### config.mk
export PLATFORM = sky130hd
export DESIGN_NAME = hflash_gate
export DESIGN_NICKNAME = d
export VERILOG_FILES = /design/src/rtl/hfg_pkg.sv /design/src/rtl/hfg_region_check.sv /design/src/rtl/hfg_seq.sv /design/src/rtl/hfg_status.sv /design/src/rtl/hflash_gate.sv
export SDC_FILE = /design/constraint.sdc
export NUM_CORES = 1
export LEC_CHECK = 0
export ABC_CLOCK_PERIOD_IN_PS = 2610
export CAP_MARGIN = 20
export CORE_UTILIZATION = 31
export DETAILED_ROUTE_END_ITERATION = 8
export PLACE_DENSITY = 0.7
export SETUP_SLACK_MARGIN = 0.15
export SYNTH_ARGS = -nofsm -noshare
export SYNTH_HDL_FRONTEND = slang
export SYNTH_SLANG_ARGS = --single-unit
### constraint.sdc
create_clock -name clk -period 2.61 [get_ports clk]
set_input_delay 0.3915 -clock clk [delete_from_list [all_inputs] [get_ports clk]]
set_output_delay 0.3915 -clock clk [all_outputs]
set_load 0.02 [all_outputs]
### src/rtl/hfg_pkg.sv
package hfg_pkg;

   typedef enum logic {
      OP_PROG  = 1'b0,
      OP_ERASE = 1'b1
   } hfg_op_e;

   typedef enum logic [1:0] {
      SQ_IDLE  = 2'd0,
      SQ_ISSUE = 2'd1,
      SQ_WAIT  = 2'd2
   } hfg_sq_e;

   localparam int STW       = 3;
   localparam int ST_BUSY   = 0;
   localparam int ST_EERR   = 1;
   localparam int ST_PERR   = 2;
   localparam int CTL_EMODE = 0;

endpackage

### src/rtl/hfg_region_check.sv
module hfg_region_check #(
   parameter int AW       = 16,
   parameter int RGN_BITS = 12,
   localparam int RW      = AW - RGN_BITS,
   localparam int NRGN    = 1 << RW
) (
   input  logic [RW-1:0]   rgn,
   input  logic [NRGN-1:0] side_host,
   input  logic [NRGN-1:0] side_core,
   output logic            ok
);

   logic [NRGN-1:0] both_on;

   for (genvar gi = 0; gi < NRGN; gi++) begin : g_rgn
      assign both_on[gi] = side_host[gi] & side_core[gi];
   end

   assign ok = both_on[rgn];

endmodule

### src/rtl/hfg_seq.sv
module hfg_seq
   import hfg_pkg::*;
#(
   parameter int AW        = 16,
   parameter int DW        = 8,
   parameter int PAGE_BITS = 9
) (
   input  logic          clk,
   input  logic          rst_n,
   input  logic          start,
   input  hfg_op_e       start_op,
   input  logic [AW-1:0] start_addr,
   input  logic [DW-1:0] start_data,
   input  logic          fl_busy,
   output logic          fl_req,
   output hfg_op_e       cmd_op,
   output logic [AW-1:0] cmd_addr,
   output logic [DW-1:0] cmd_data,
   output logic          busy,
   output logic          done
);

   hfg_sq_e       st;
   logic          seen_busy;
   logic [AW-1:0] page_addr;

   if (PAGE_BITS > 0) begin : g_align
      assign page_addr = {start_addr[AW-1:PAGE_BITS], {PAGE_BITS{1'b0}}};
   end else begin : g_noalign
      assign page_addr = start_addr;
   end

   always_ff @(posedge clk or negedge rst_n) begin
      if (!rst_n) begin
         st        <= SQ_IDLE;
         seen_busy <= 1'b0;
         cmd_op    <= OP_PROG;
         cmd_addr  <= '0;
         cmd_data  <= '0;
      end else begin
         case (st)
            SQ_IDLE: begin
               if (start) begin
                  st        <= SQ_ISSUE;
                  seen_busy <= 1'b0;
                  cmd_op    <= start_op;
                  cmd_addr  <= (start_op == OP_ERASE) ? page_addr : start_addr;
                  cmd_data  <= start_data;
               end
            end
            SQ_ISSUE: st <= SQ_WAIT;
            SQ_WAIT: begin
               if (fl_busy)        seen_busy <= 1'b1;
               else if (seen_busy) st        <= SQ_IDLE;
            end
            default: st <= SQ_IDLE;
         endcase
      end
   end

   assign fl_req = (st == SQ_ISSUE);
   assign busy   = (st != SQ_IDLE);
   assign done   = (st == SQ_WAIT) && seen_busy && !fl_busy;

   AST_REQ_SINGLE: assert property (@(posedge clk) disable iff (!rst_n)
      fl_req |=> !fl_req) else $error("command strobe longer than one cycle");

   AST_BUSY_HELD: assert property (@(posedge clk) disable iff (!rst_n)
      (busy && fl_busy) |=> busy) else $error("busy dropped while flash busy");

   AST_DONE_IDLE: assert property (@(posedge clk) disable iff (!rst_n)
      done |=> !busy) else $error("completion did not return to idle");

endmodule

### src/rtl/hfg_status.sv
module hfg_status
   import hfg_pkg::*;
(
   input  logic           clk,
   input  logic           rst_n,
   input  logic           reg_sel,
   input  logic           reg_we,
   input  logic [STW-1:0] reg_wdata,
   input  logic           start,
   input  logic           done,
   input  hfg_op_e        done_op,
   input  logic           fl_err,
   input  logic           busy,
   output hfg_op_e        mode_op,
   output logic [STW-1:0] reg_rdata
);

   logic emode;
   logic eerr;
   logic perr;
   logic ctl_wr;
   logic sta_wr;

   assign ctl_wr = reg_we && !reg_sel;
   assign sta_wr = reg_we &&  reg_sel;

   always_ff @(posedge clk or negedge rst_n) begin
      if (!rst_n) begin
         emode <= 1'b0;
         eerr  <= 1'b0;
         perr  <= 1'b0;
      end else begin
         if (ctl_wr) emode <= reg_wdata[CTL_EMODE];
         if (start) begin
            eerr <= 1'b0;
            perr <= 1'b0;
         end else begin
            if (sta_wr && reg_wdata[ST_EERR]) eerr <= 1'b0;
            if (sta_wr && reg_wdata[ST_PERR]) perr <= 1'b0;
            if (done && fl_err) begin
               if (done_op == OP_ERASE) eerr <= 1'b1;
               else                     perr <= 1'b1;
            end
         end
      end
   end

   assign mode_op = emode ? OP_ERASE : OP_PROG;

   always_comb begin
      reg_rdata = '0;
      if (reg_sel) begin
         reg_rdata[ST_BUSY] = busy;
         reg_rdata[ST_EERR] = eerr;
         reg_rdata[ST_PERR] = perr;
      end else begin
         reg_rdata[CTL_EMODE] = emode;
      end
   end

   AST_ERR_CLR_START: assert property (@(posedge clk) disable iff (!rst_n)
      start |=> (!eerr && !perr)) else $error("errors survived a new start");

   AST_EERR_W1C: assert property (@(posedge clk) disable iff (!rst_n)
      (sta_wr && reg_wdata[ST_EERR] && !done) |=> !eerr) else $error("erase error not cleared");

   AST_PERR_W1C: assert property (@(posedge clk) disable iff (!rst_n)
      (sta_wr && reg_wdata[ST_PERR] && !done) |=> !perr) else $error("program error not cleared");

endmodule

### src/rtl/hflash_gate.sv
module hflash_gate
   import hfg_pkg::*;
#(
   parameter int AW        = 16,
   parameter int DW        = 8,
   parameter int RGN_BITS  = 12,
   parameter int PAGE_BITS = 9,
   localparam int RW       = AW - RGN_BITS,
   localparam int NRGN     = 1 << RW
) (
   input  logic            clk,
   input  logic            rst_n,
   input  logic            hreg_sel,
   input  logic            hreg_we,
   input  logic [STW-1:0]  hreg_wdata,
   output logic [STW-1:0]  hreg_rdata,
   input  logic            hmem_req,
   input  logic            hmem_we,
   input  logic [AW-1:0]   hmem_addr,
   input  logic [DW-1:0]   hmem_wdata,
   output logic            hmem_rvalid,
   output logic [DW-1:0]   hmem_rdata,
   input  logic [NRGN-1:0] host_wen,
   input  logic [NRGN-1:0] host_ren,
   input  logic [NRGN-1:0] core_wen,
   input  logic [NRGN-1:0] core_ren,
   input  logic            core_lock,
   output logic            core_flash_busy,
   output logic            fl_req,
   output logic            fl_op,
   output logic            fl_rd,
   output logic [AW-1:0]   fl_addr,
   output logic [DW-1:0]   fl_wdata,
   input  logic [DW-1:0]   fl_rdata,
   input  logic            fl_busy,
   input  logic            fl_err
);

   initial begin
      assert (RGN_BITS > 0 && RGN_BITS < AW) else $error("RGN_BITS out of range");
      assert (PAGE_BITS >= 0 && PAGE_BITS <= RGN_BITS) else $error("PAGE_BITS out of range");
      assert (RW <= 8) else $error("too many regions");
      assert (DW > 0) else $error("DW must be positive");
   end

   logic [RW-1:0] rgn;
   logic          wr_region_ok;
   logic          rd_region_ok;
   logic          busy;
   logic          accept;
   logic          done;
   hfg_op_e       mode_op;
   hfg_op_e       cmd_op;
   logic [AW-1:0] cmd_addr;

   assign rgn = hmem_addr[AW-1:RGN_BITS];

   hfg_region_check #(.AW(AW), .RGN_BITS(RGN_BITS)) u_wr_chk (
      .rgn       (rgn),
      .side_host (host_wen),
      .side_core (core_wen),
      .ok        (wr_region_ok)
   );

   hfg_region_check #(.AW(AW), .RGN_BITS(RGN_BITS)) u_rd_chk (
      .rgn       (rgn),
      .side_host (host_ren),
      .side_core (core_ren),
      .ok        (rd_region_ok)
   );

   assign accept = hmem_req && hmem_we && wr_region_ok && core_lock && !busy;

   hfg_seq #(.AW(AW), .DW(DW), .PAGE_BITS(PAGE_BITS)) u_seq (
      .clk        (clk),
      .rst_n      (rst_n),
      .start      (accept),
      .start_op   (mode_op),
      .start_addr (hmem_addr),
      .start_data (hmem_wdata),
      .fl_busy    (fl_busy),
      .fl_req     (fl_req),
      .cmd_op     (cmd_op),
      .cmd_addr   (cmd_addr),
      .cmd_data   (fl_wdata),
      .busy       (busy),
      .done       (done)
   );

   hfg_status u_sta (
      .clk       (clk),
      .rst_n     (rst_n),
      .reg_sel   (hreg_sel),
      .reg_we    (hreg_we),
      .reg_wdata (hreg_wdata),
      .start     (accept),
      .done      (done),
      .done_op   (cmd_op),
      .fl_err    (fl_err),
      .busy      (busy),
      .mode_op   (mode_op),
      .reg_rdata (hreg_rdata)
   );

   assign fl_op           = cmd_op;
   assign fl_rd           = hmem_req && !hmem_we && rd_region_ok && !busy;
   assign fl_addr         = fl_req ? cmd_addr : hmem_addr;
   assign core_flash_busy = busy;

   always_ff @(posedge clk or negedge rst_n) begin
      if (!rst_n) begin
         hmem_rvalid <= 1'b0;
         hmem_rdata  <= '0;
      end else begin
         hmem_rvalid <= hmem_req && !hmem_we;
         hmem_rdata  <= fl_rd ? fl_rdata : '0;
      end
   end

   AST_NO_FWD_UNLOCKED: assert property (@(posedge clk) disable iff (!rst_n)
      (hmem_req && hmem_we && !core_lock && !busy) |=> !fl_req) else $error("write forwarded without lock");

   AST_NO_FWD_REGION: assert property (@(posedge clk) disable iff (!rst_n)
      (hmem_req && hmem_we && !wr_region_ok && !busy) |=> !fl_req) else $error("write forwarded to protected region");

   AST_READ_DENIED: assert property (@(posedge clk) disable iff (!rst_n)
      (hmem_req && !hmem_we && !rd_region_ok) |=> (hmem_rvalid && hmem_rdata == '0)) else $error("denied read leaked data");

   AST_BUSY_NO_START: assert property (@(posedge clk) disable iff (!rst_n)
      (busy && hmem_req && hmem_we) |=> !fl_req) else $error("write accepted while busy");

   AST_LOCK_NO_ABORT: assert property (@(posedge clk) disable iff (!rst_n)
      (busy && fl_busy && !core_lock) |=> core_flash_busy) else $error("lock clear aborted operation");

endmodule

; Yosys cells after proc, flatten, opt, wreduce, memory -nomap -nowiden
; Cells that the tools add are included.
[op_classes]
n_reduce_logical = 24
bitwise_logic = 32
muxes = 25
n_eq_ne = 6
n_lt_le_gt_ge = 1
[op_table]
columns = op, n
row1 = bitwise AND 1 bit, 32
row2 = 2-to-1 mux 16 bit, 1
row3 = logical AND 1 bit, 14
row4 = 2-to-1 mux 1 bit, 14
row5 = 2-to-1 mux 9 bit, 1
row6 = binary-select mux 1 bit (select 4 bit), 2
row7 = 2-to-1 mux 2 bit, 4
row8 = 2-to-1 mux 8 bit, 1
row9 = "inequality test 2 bit, second input constant", 3
row10 = one-hot mux 2 bit (3 select lines), 1
row11 = AND reduction 3 bit, 2
row12 = "< comparator 4 x 5 -> 1 bit, second input constant", 1
row13 = logical NOT 1 bit, 4
row14 = nonzero test 2 bit, 2
row15 = "equality test 2 x 1 -> 1 bit, second input constant", 1
row16 = "equality test 2 bit, second input constant", 1
row17 = logical NOT 2 bit, 1
row18 = "inequality test 2 x 1 -> 1 bit, second input constant", 1
row19 = one-hot mux 1 bit (2 select lines), 1
row20 = AND reduction 2 bit, 1
[word_totals]
input_bits = 108
reg_bits = 40
output_inout_bits = 40

; Longest topological paths before layout
[logic_depth]
ltp_word = 8
ltp_mapped = 9

; Hierarchy
; From an unflattened synthesis, not the netlist that was laid out.
[unflattened]
hier_cells = 206
area_unflattened_um2 = 2253.4
[modules_own_cells]
columns = mod, cells_per_inst, seq_area_each_um2, area_per_inst_um2, instances
row1 = hfg_seq, 88, 700.7, 1173.6, 1
row2 = hflash_gate, 40, 225.2, 511.7, 1
row3 = hfg_region_check, 31, 0.0, 197.7, 2
row4 = hfg_status, 16, 75.1, 172.7, 1

; Worst setup path before layout
; Ideal clock, no wire load.
[synth_timing]
path_type = in2out
from = input hmem_addr[12]
to = output fl_rd
arrival_time_ns = 1.697
required_time_ns = 2.219
path_buffers = 3
path_slack_ns = 0.522
path_stages = 8
path_cell_list = buf_2 > buf_2 > buf_2 > nand3_1 > o211ai_1 > o21ai_0 > o211ai_1 > o2111a_1
[synth_between]
elab_chain_cells = 4
[synth_rtl]
columns = element, line
row1 = start: declaration, hflash_gate.sv:19  ; input logic [AW-1:0] hmem_addr,
row2 = binary-select mux 1 bit (select 4 bit), hfg_region_check.sv:19  ; assign ok = both_on[rgn];
row3 = 2-to-1 mux 1 bit (implied by the code), hfg_region_check.sv:19
row4 = logical AND 1 bit (2 in a row), hflash_gate.sv:106  ; assign fl_rd = hmem_req && !hmem_we && rd_region_ok && !busy;
row5 = end: declaration, hflash_gate.sv:31  ; output logic fl_rd,
; No other way between the ends. The select of a mux whose other input is x is not followed.

; Final worst setup path
[layout_timing]
from = register u_seq.st[1]
to = output fl_addr[11]
[layout_between]
elab_chain_cells = 2
[layout_rtl]
columns = element, line
row1 = start: declaration, hfg_seq.sv:23  ; hfg_sq_e st;
row2 = start signal: assignment, hfg_seq.sv:35  ; st <= SQ_IDLE;
row3 = start signal: assignment, hfg_seq.sv:44  ; st <= SQ_ISSUE;
row4 = start signal: assignment, hfg_seq.sv:51  ; SQ_ISSUE: st <= SQ_WAIT;
row5 = equality test 2 x 1 -> 1 bit, hfg_seq.sv:61  ; assign fl_req = (st == SQ_ISSUE);
row6 = 2-to-1 mux 16 bit, hflash_gate.sv:107  ; assign fl_addr = fl_req ? cmd_addr : hmem_addr;
row7 = end: declaration, hflash_gate.sv:32  ; output logic [AW-1:0] fl_addr,
; No other way between the ends.

==> results.sh <==
export IMPL_worstPathMaxFanout=12
export IMPL_start_util=0.320
export IMPL_ys_seq_elements=40
export IMPL_wire_per_inst_um=13.6
export IMPL_routabilityCongestion=0.781
export IMPL_clk_latency_ps=290
export IMPL_intPower_uw=1630
export IMPL_end_kind="primary output"
export IMPL_switching_share=0.298
export IMPL_vias=2208
export IMPL_die_h_um=88.3
export IMPL_postLayoutCellArea_um2=4110
export IMPL_max_cap_viol_count=0
export IMPL_clk_transition_reported_paths_ps=90
export IMPL_numCtsBuffers=5
export IMPL_stdcell_count=474
export IMPL_period_share=0.894
export IMPL_dp_cells=464
export IMPL_worst_setup_path_start_kind="flop"
export IMPL_yosysMostFrequentCell="dfrtp_1"
export IMPL_fmax_ghz=0.429
export IMPL_synth_top_area_cell="dfrtp_1"
export IMPL_vias_per_cell=4.66
export IMPL_worstPathRequired_ps=2220
export IMPL_pwr_share_seq=0.399
export IMPL_rsz0062_at_grt="no"
export IMPL_power_density_nw_per_um2=564
export IMPL_hold_path_class="input pin to asynchronous set/reset pin"
export IMPL_skew_ps=10.7
export IMPL_dp_hpwl_mm=5.12
export IMPL_totalWireLength_mm=6.44
export IMPL_power_switching_uw=692
export IMPL_clockBufferDepth=2
export IMPL_overflow=0
export IMPL_crit_slowest_cell="clkdlybuf4s50_1"
export IMPL_slew_limit_headroom=0.388
export IMPL_ys_warn_count=0
export IMPL_dpl_instance_area_um2=3990
export IMPL_comb_power_share=0.415
export IMPL_crit_arrival_ps=1940
export IMPL_drive_gt1_frac=0.200
export IMPL_syn_area_per_cell_um2=10.9
export IMPL_fin_nets=482
export IMPL_dieArea_um2=7800
export IMPL_firstDrtPassIters=4
export IMPL_wl_met2_mm=3.29
export IMPL_yosysUniqueCellTypes=40
export IMPL_drcViolationCount=0
export IMPL_tightest_slew_ps=917
export IMPL_ioPinCount=148
export IMPL_antenna_found_initial=0
export IMPL_leakagePower_uw=0.00177
export IMPL_synth_ff_type="dfrtp_1"
export IMPL_rows=31
export IMPL_areaGrowthSynthToFinish_pct=78.2
export IMPL_die_w_um=88.3
export IMPL_crit_buf_inv=2
export IMPL_first_global_vias=2183
export IMPL_cts_tree="built"
export IMPL_status="completed"
export IMPL_slowest_delay_ps=550
export IMPL_wl_met3_um=474
export IMPL_finalCriticalPeriod_ps=2330
export IMPL_grt_pass1_wl_mm=9.84
export IMPL_grt_use_total=0.163
export IMPL_synth_area_um2=2310
export IMPL_peakVddDrop_uv=215
export IMPL_top_layer="met4"
export IMPL_ys_seq_area_frac=0.434
export IMPL_grt_start_max_net_pins=41
export IMPL_synth_net_count=320
export IMPL_synth_edf_count=0
export IMPL_critPathTopFamily="buffers and inverters"
export IMPL_cts_root_buffer="clkbuf_8"
export IMPL_synthTopCellsByCount="dfrtp_1, mux2_2, nand2_1, mux2_4, nor2b_1"
export IMPL_pwr_share_clk=0.186
export IMPL_synth_cells=212
export IMPL_whs_ps=231
export IMPL_setup_viol=0
export IMPL_drt_iter0_drc=26
export IMPL_met1_length_mm=2.56
export IMPL_antenna_cells=0
export IMPL_crit_type="flop to primary output"
export IMPL_core_um2=7210
export IMPL_finalHoldViolations=0
export IMPL_htree_levels=2
export IMPL_synthArstFlopShare=1.00
export IMPL_fill_cells=649
export IMPL_clkSinkCount=40
export IMPL_io_buffers=147
export IMPL_final_antenna_net_count=0
export IMPL_synth_area_leaders="dfrtp_1, mux2_4, mux2_2, nor2b_1, nand2_1"
export IMPL_drv_slew=0
export IMPL_yosysTopAreaCellShare=0.434
export IMPL_crit_path_cell_trace="nor2b_2 > buf_4 > mux2_2 > clkdlybuf4s50_1"
==> power groups by stage <==
stage                     Clock, uW  Sequential [uW]  Combinational (uW)
final                           432              925                 964
after global routing            470              948                1030
after CTS                       452              925                 972
after global placement            0              930                 953
after floorplan                   0              999                 421
after detailed placement          0              936                 966
==> sequential cells by signal, indices dropped and copies added, names as in the netlist, 2 cells and up <==
name	flops
hmem_rdata	8
u_seq.cmd_addr	16
u_seq.cmd_data	8
u_seq.st	2
==> cell families after synthesis <==
logic type | after synthesis | synth area share
and+or+nand+nor | 74 | 0.175
AOI/OAI and AO/OA | 41 | 0.130
DFF | 40 | 0.434
muxes | 39 | 0.223
buffers and inverters | 18 | 0.0390
==> cells in the final DEF (no fill, tap or decap), types with 2 or more instances in the layout <==
cell type | Yosys | layout
and2_1 | 10 | 10
buf_12 | 0 | 2
dlymetal6s2s_1 | 0 | 2
buf_4 | 0 | 16
mux2_2 | 21 | 21
inv_1 | 6 | 6
o211ai_1 | 6 | 6
a211oi_1 | 4 | 4
nand3_1 | 14 | 14
buf_2 | 6 | 2
nand2_1 | 21 | 21
a21oi_1 | 4 | 4
a22o_1 | 2 | 2
a31oi_1 | 2 | 2
clkdlybuf4s50_1 | 0 | 143
clkbuf_8 | 0 | 6
clkinvlp_4 | 0 | 2
mux2_4 | 17 | 17
o21ai_0 | 12 | 12
nor2b_1 | 15 | 14
nor2_1 | 5 | 5
dfrtp_1 | 40 | 40
==> layout make-up <==
| class | instances | area [um^2] | share of cell area |
|---|---|---|---|
| timing repair buffer | 166 | 1640 | 0.398 |
| clock inverter | 2 | 15.0 | 0.00365 |
| inverter | 7 | 26.3 | 0.00639 |
| tap | 99 | 124 | 0.0301 |
| sequential | 40 | 1000 | 0.243 |
| clock buffer | 6 | 82.6 | 0.0201 |
| multi-input combinational | 154 | 1230 | 0.298 |
==> through the flow <==
stage	setup slack (ps)	power (uW)	setup TNS [ps]	util
after global routing	156	2450	0	0.570
after floorplan	522	1420	0	-
after global placement	-213	1880	-1900	0.553
after detailed placement	-258	1900	-2840	0.553
after CTS	154	2350	0	0.566
final	277	2320	0	0.570
==> final timing paths <==
check | start | slack [ps] | end | cells past startpoint
max in group asynchronous | rst_n | 1810 | u_seq.cmd_data[4] | 1
max | u_seq.st[1] | 280 | fl_addr[11] | 4
max reg2reg | u_seq.st[0] | 570 | u_seq.cmd_data[4] | 7
min | rst_n | 230 | u_seq.cmd_addr[6] | 1
min in group clk | u_seq.cmd_data[6] | 510 | u_seq.cmd_data[6] | 1
min reg2reg | u_seq.cmd_data[6] | 510 | u_seq.cmd_data[6] | 1
==> layer usage <==
metal  up-vias  global-route usage
met1      1012               0.193
met3        12              0.0373
met5         -                   0
li1       1082                   -
met2       102               0.291
met4         0              0.0528
==> repair_timing <==
item | CTS | global route
setup buffers | 0 | 1
hold buffers | 0 | 0
resized for setup | 5 | 5
endpoints found under the setup margin | 1 | 25
gates cloned | 0 | 1
No activity file was read; power rests on OpenSTA's default activity.
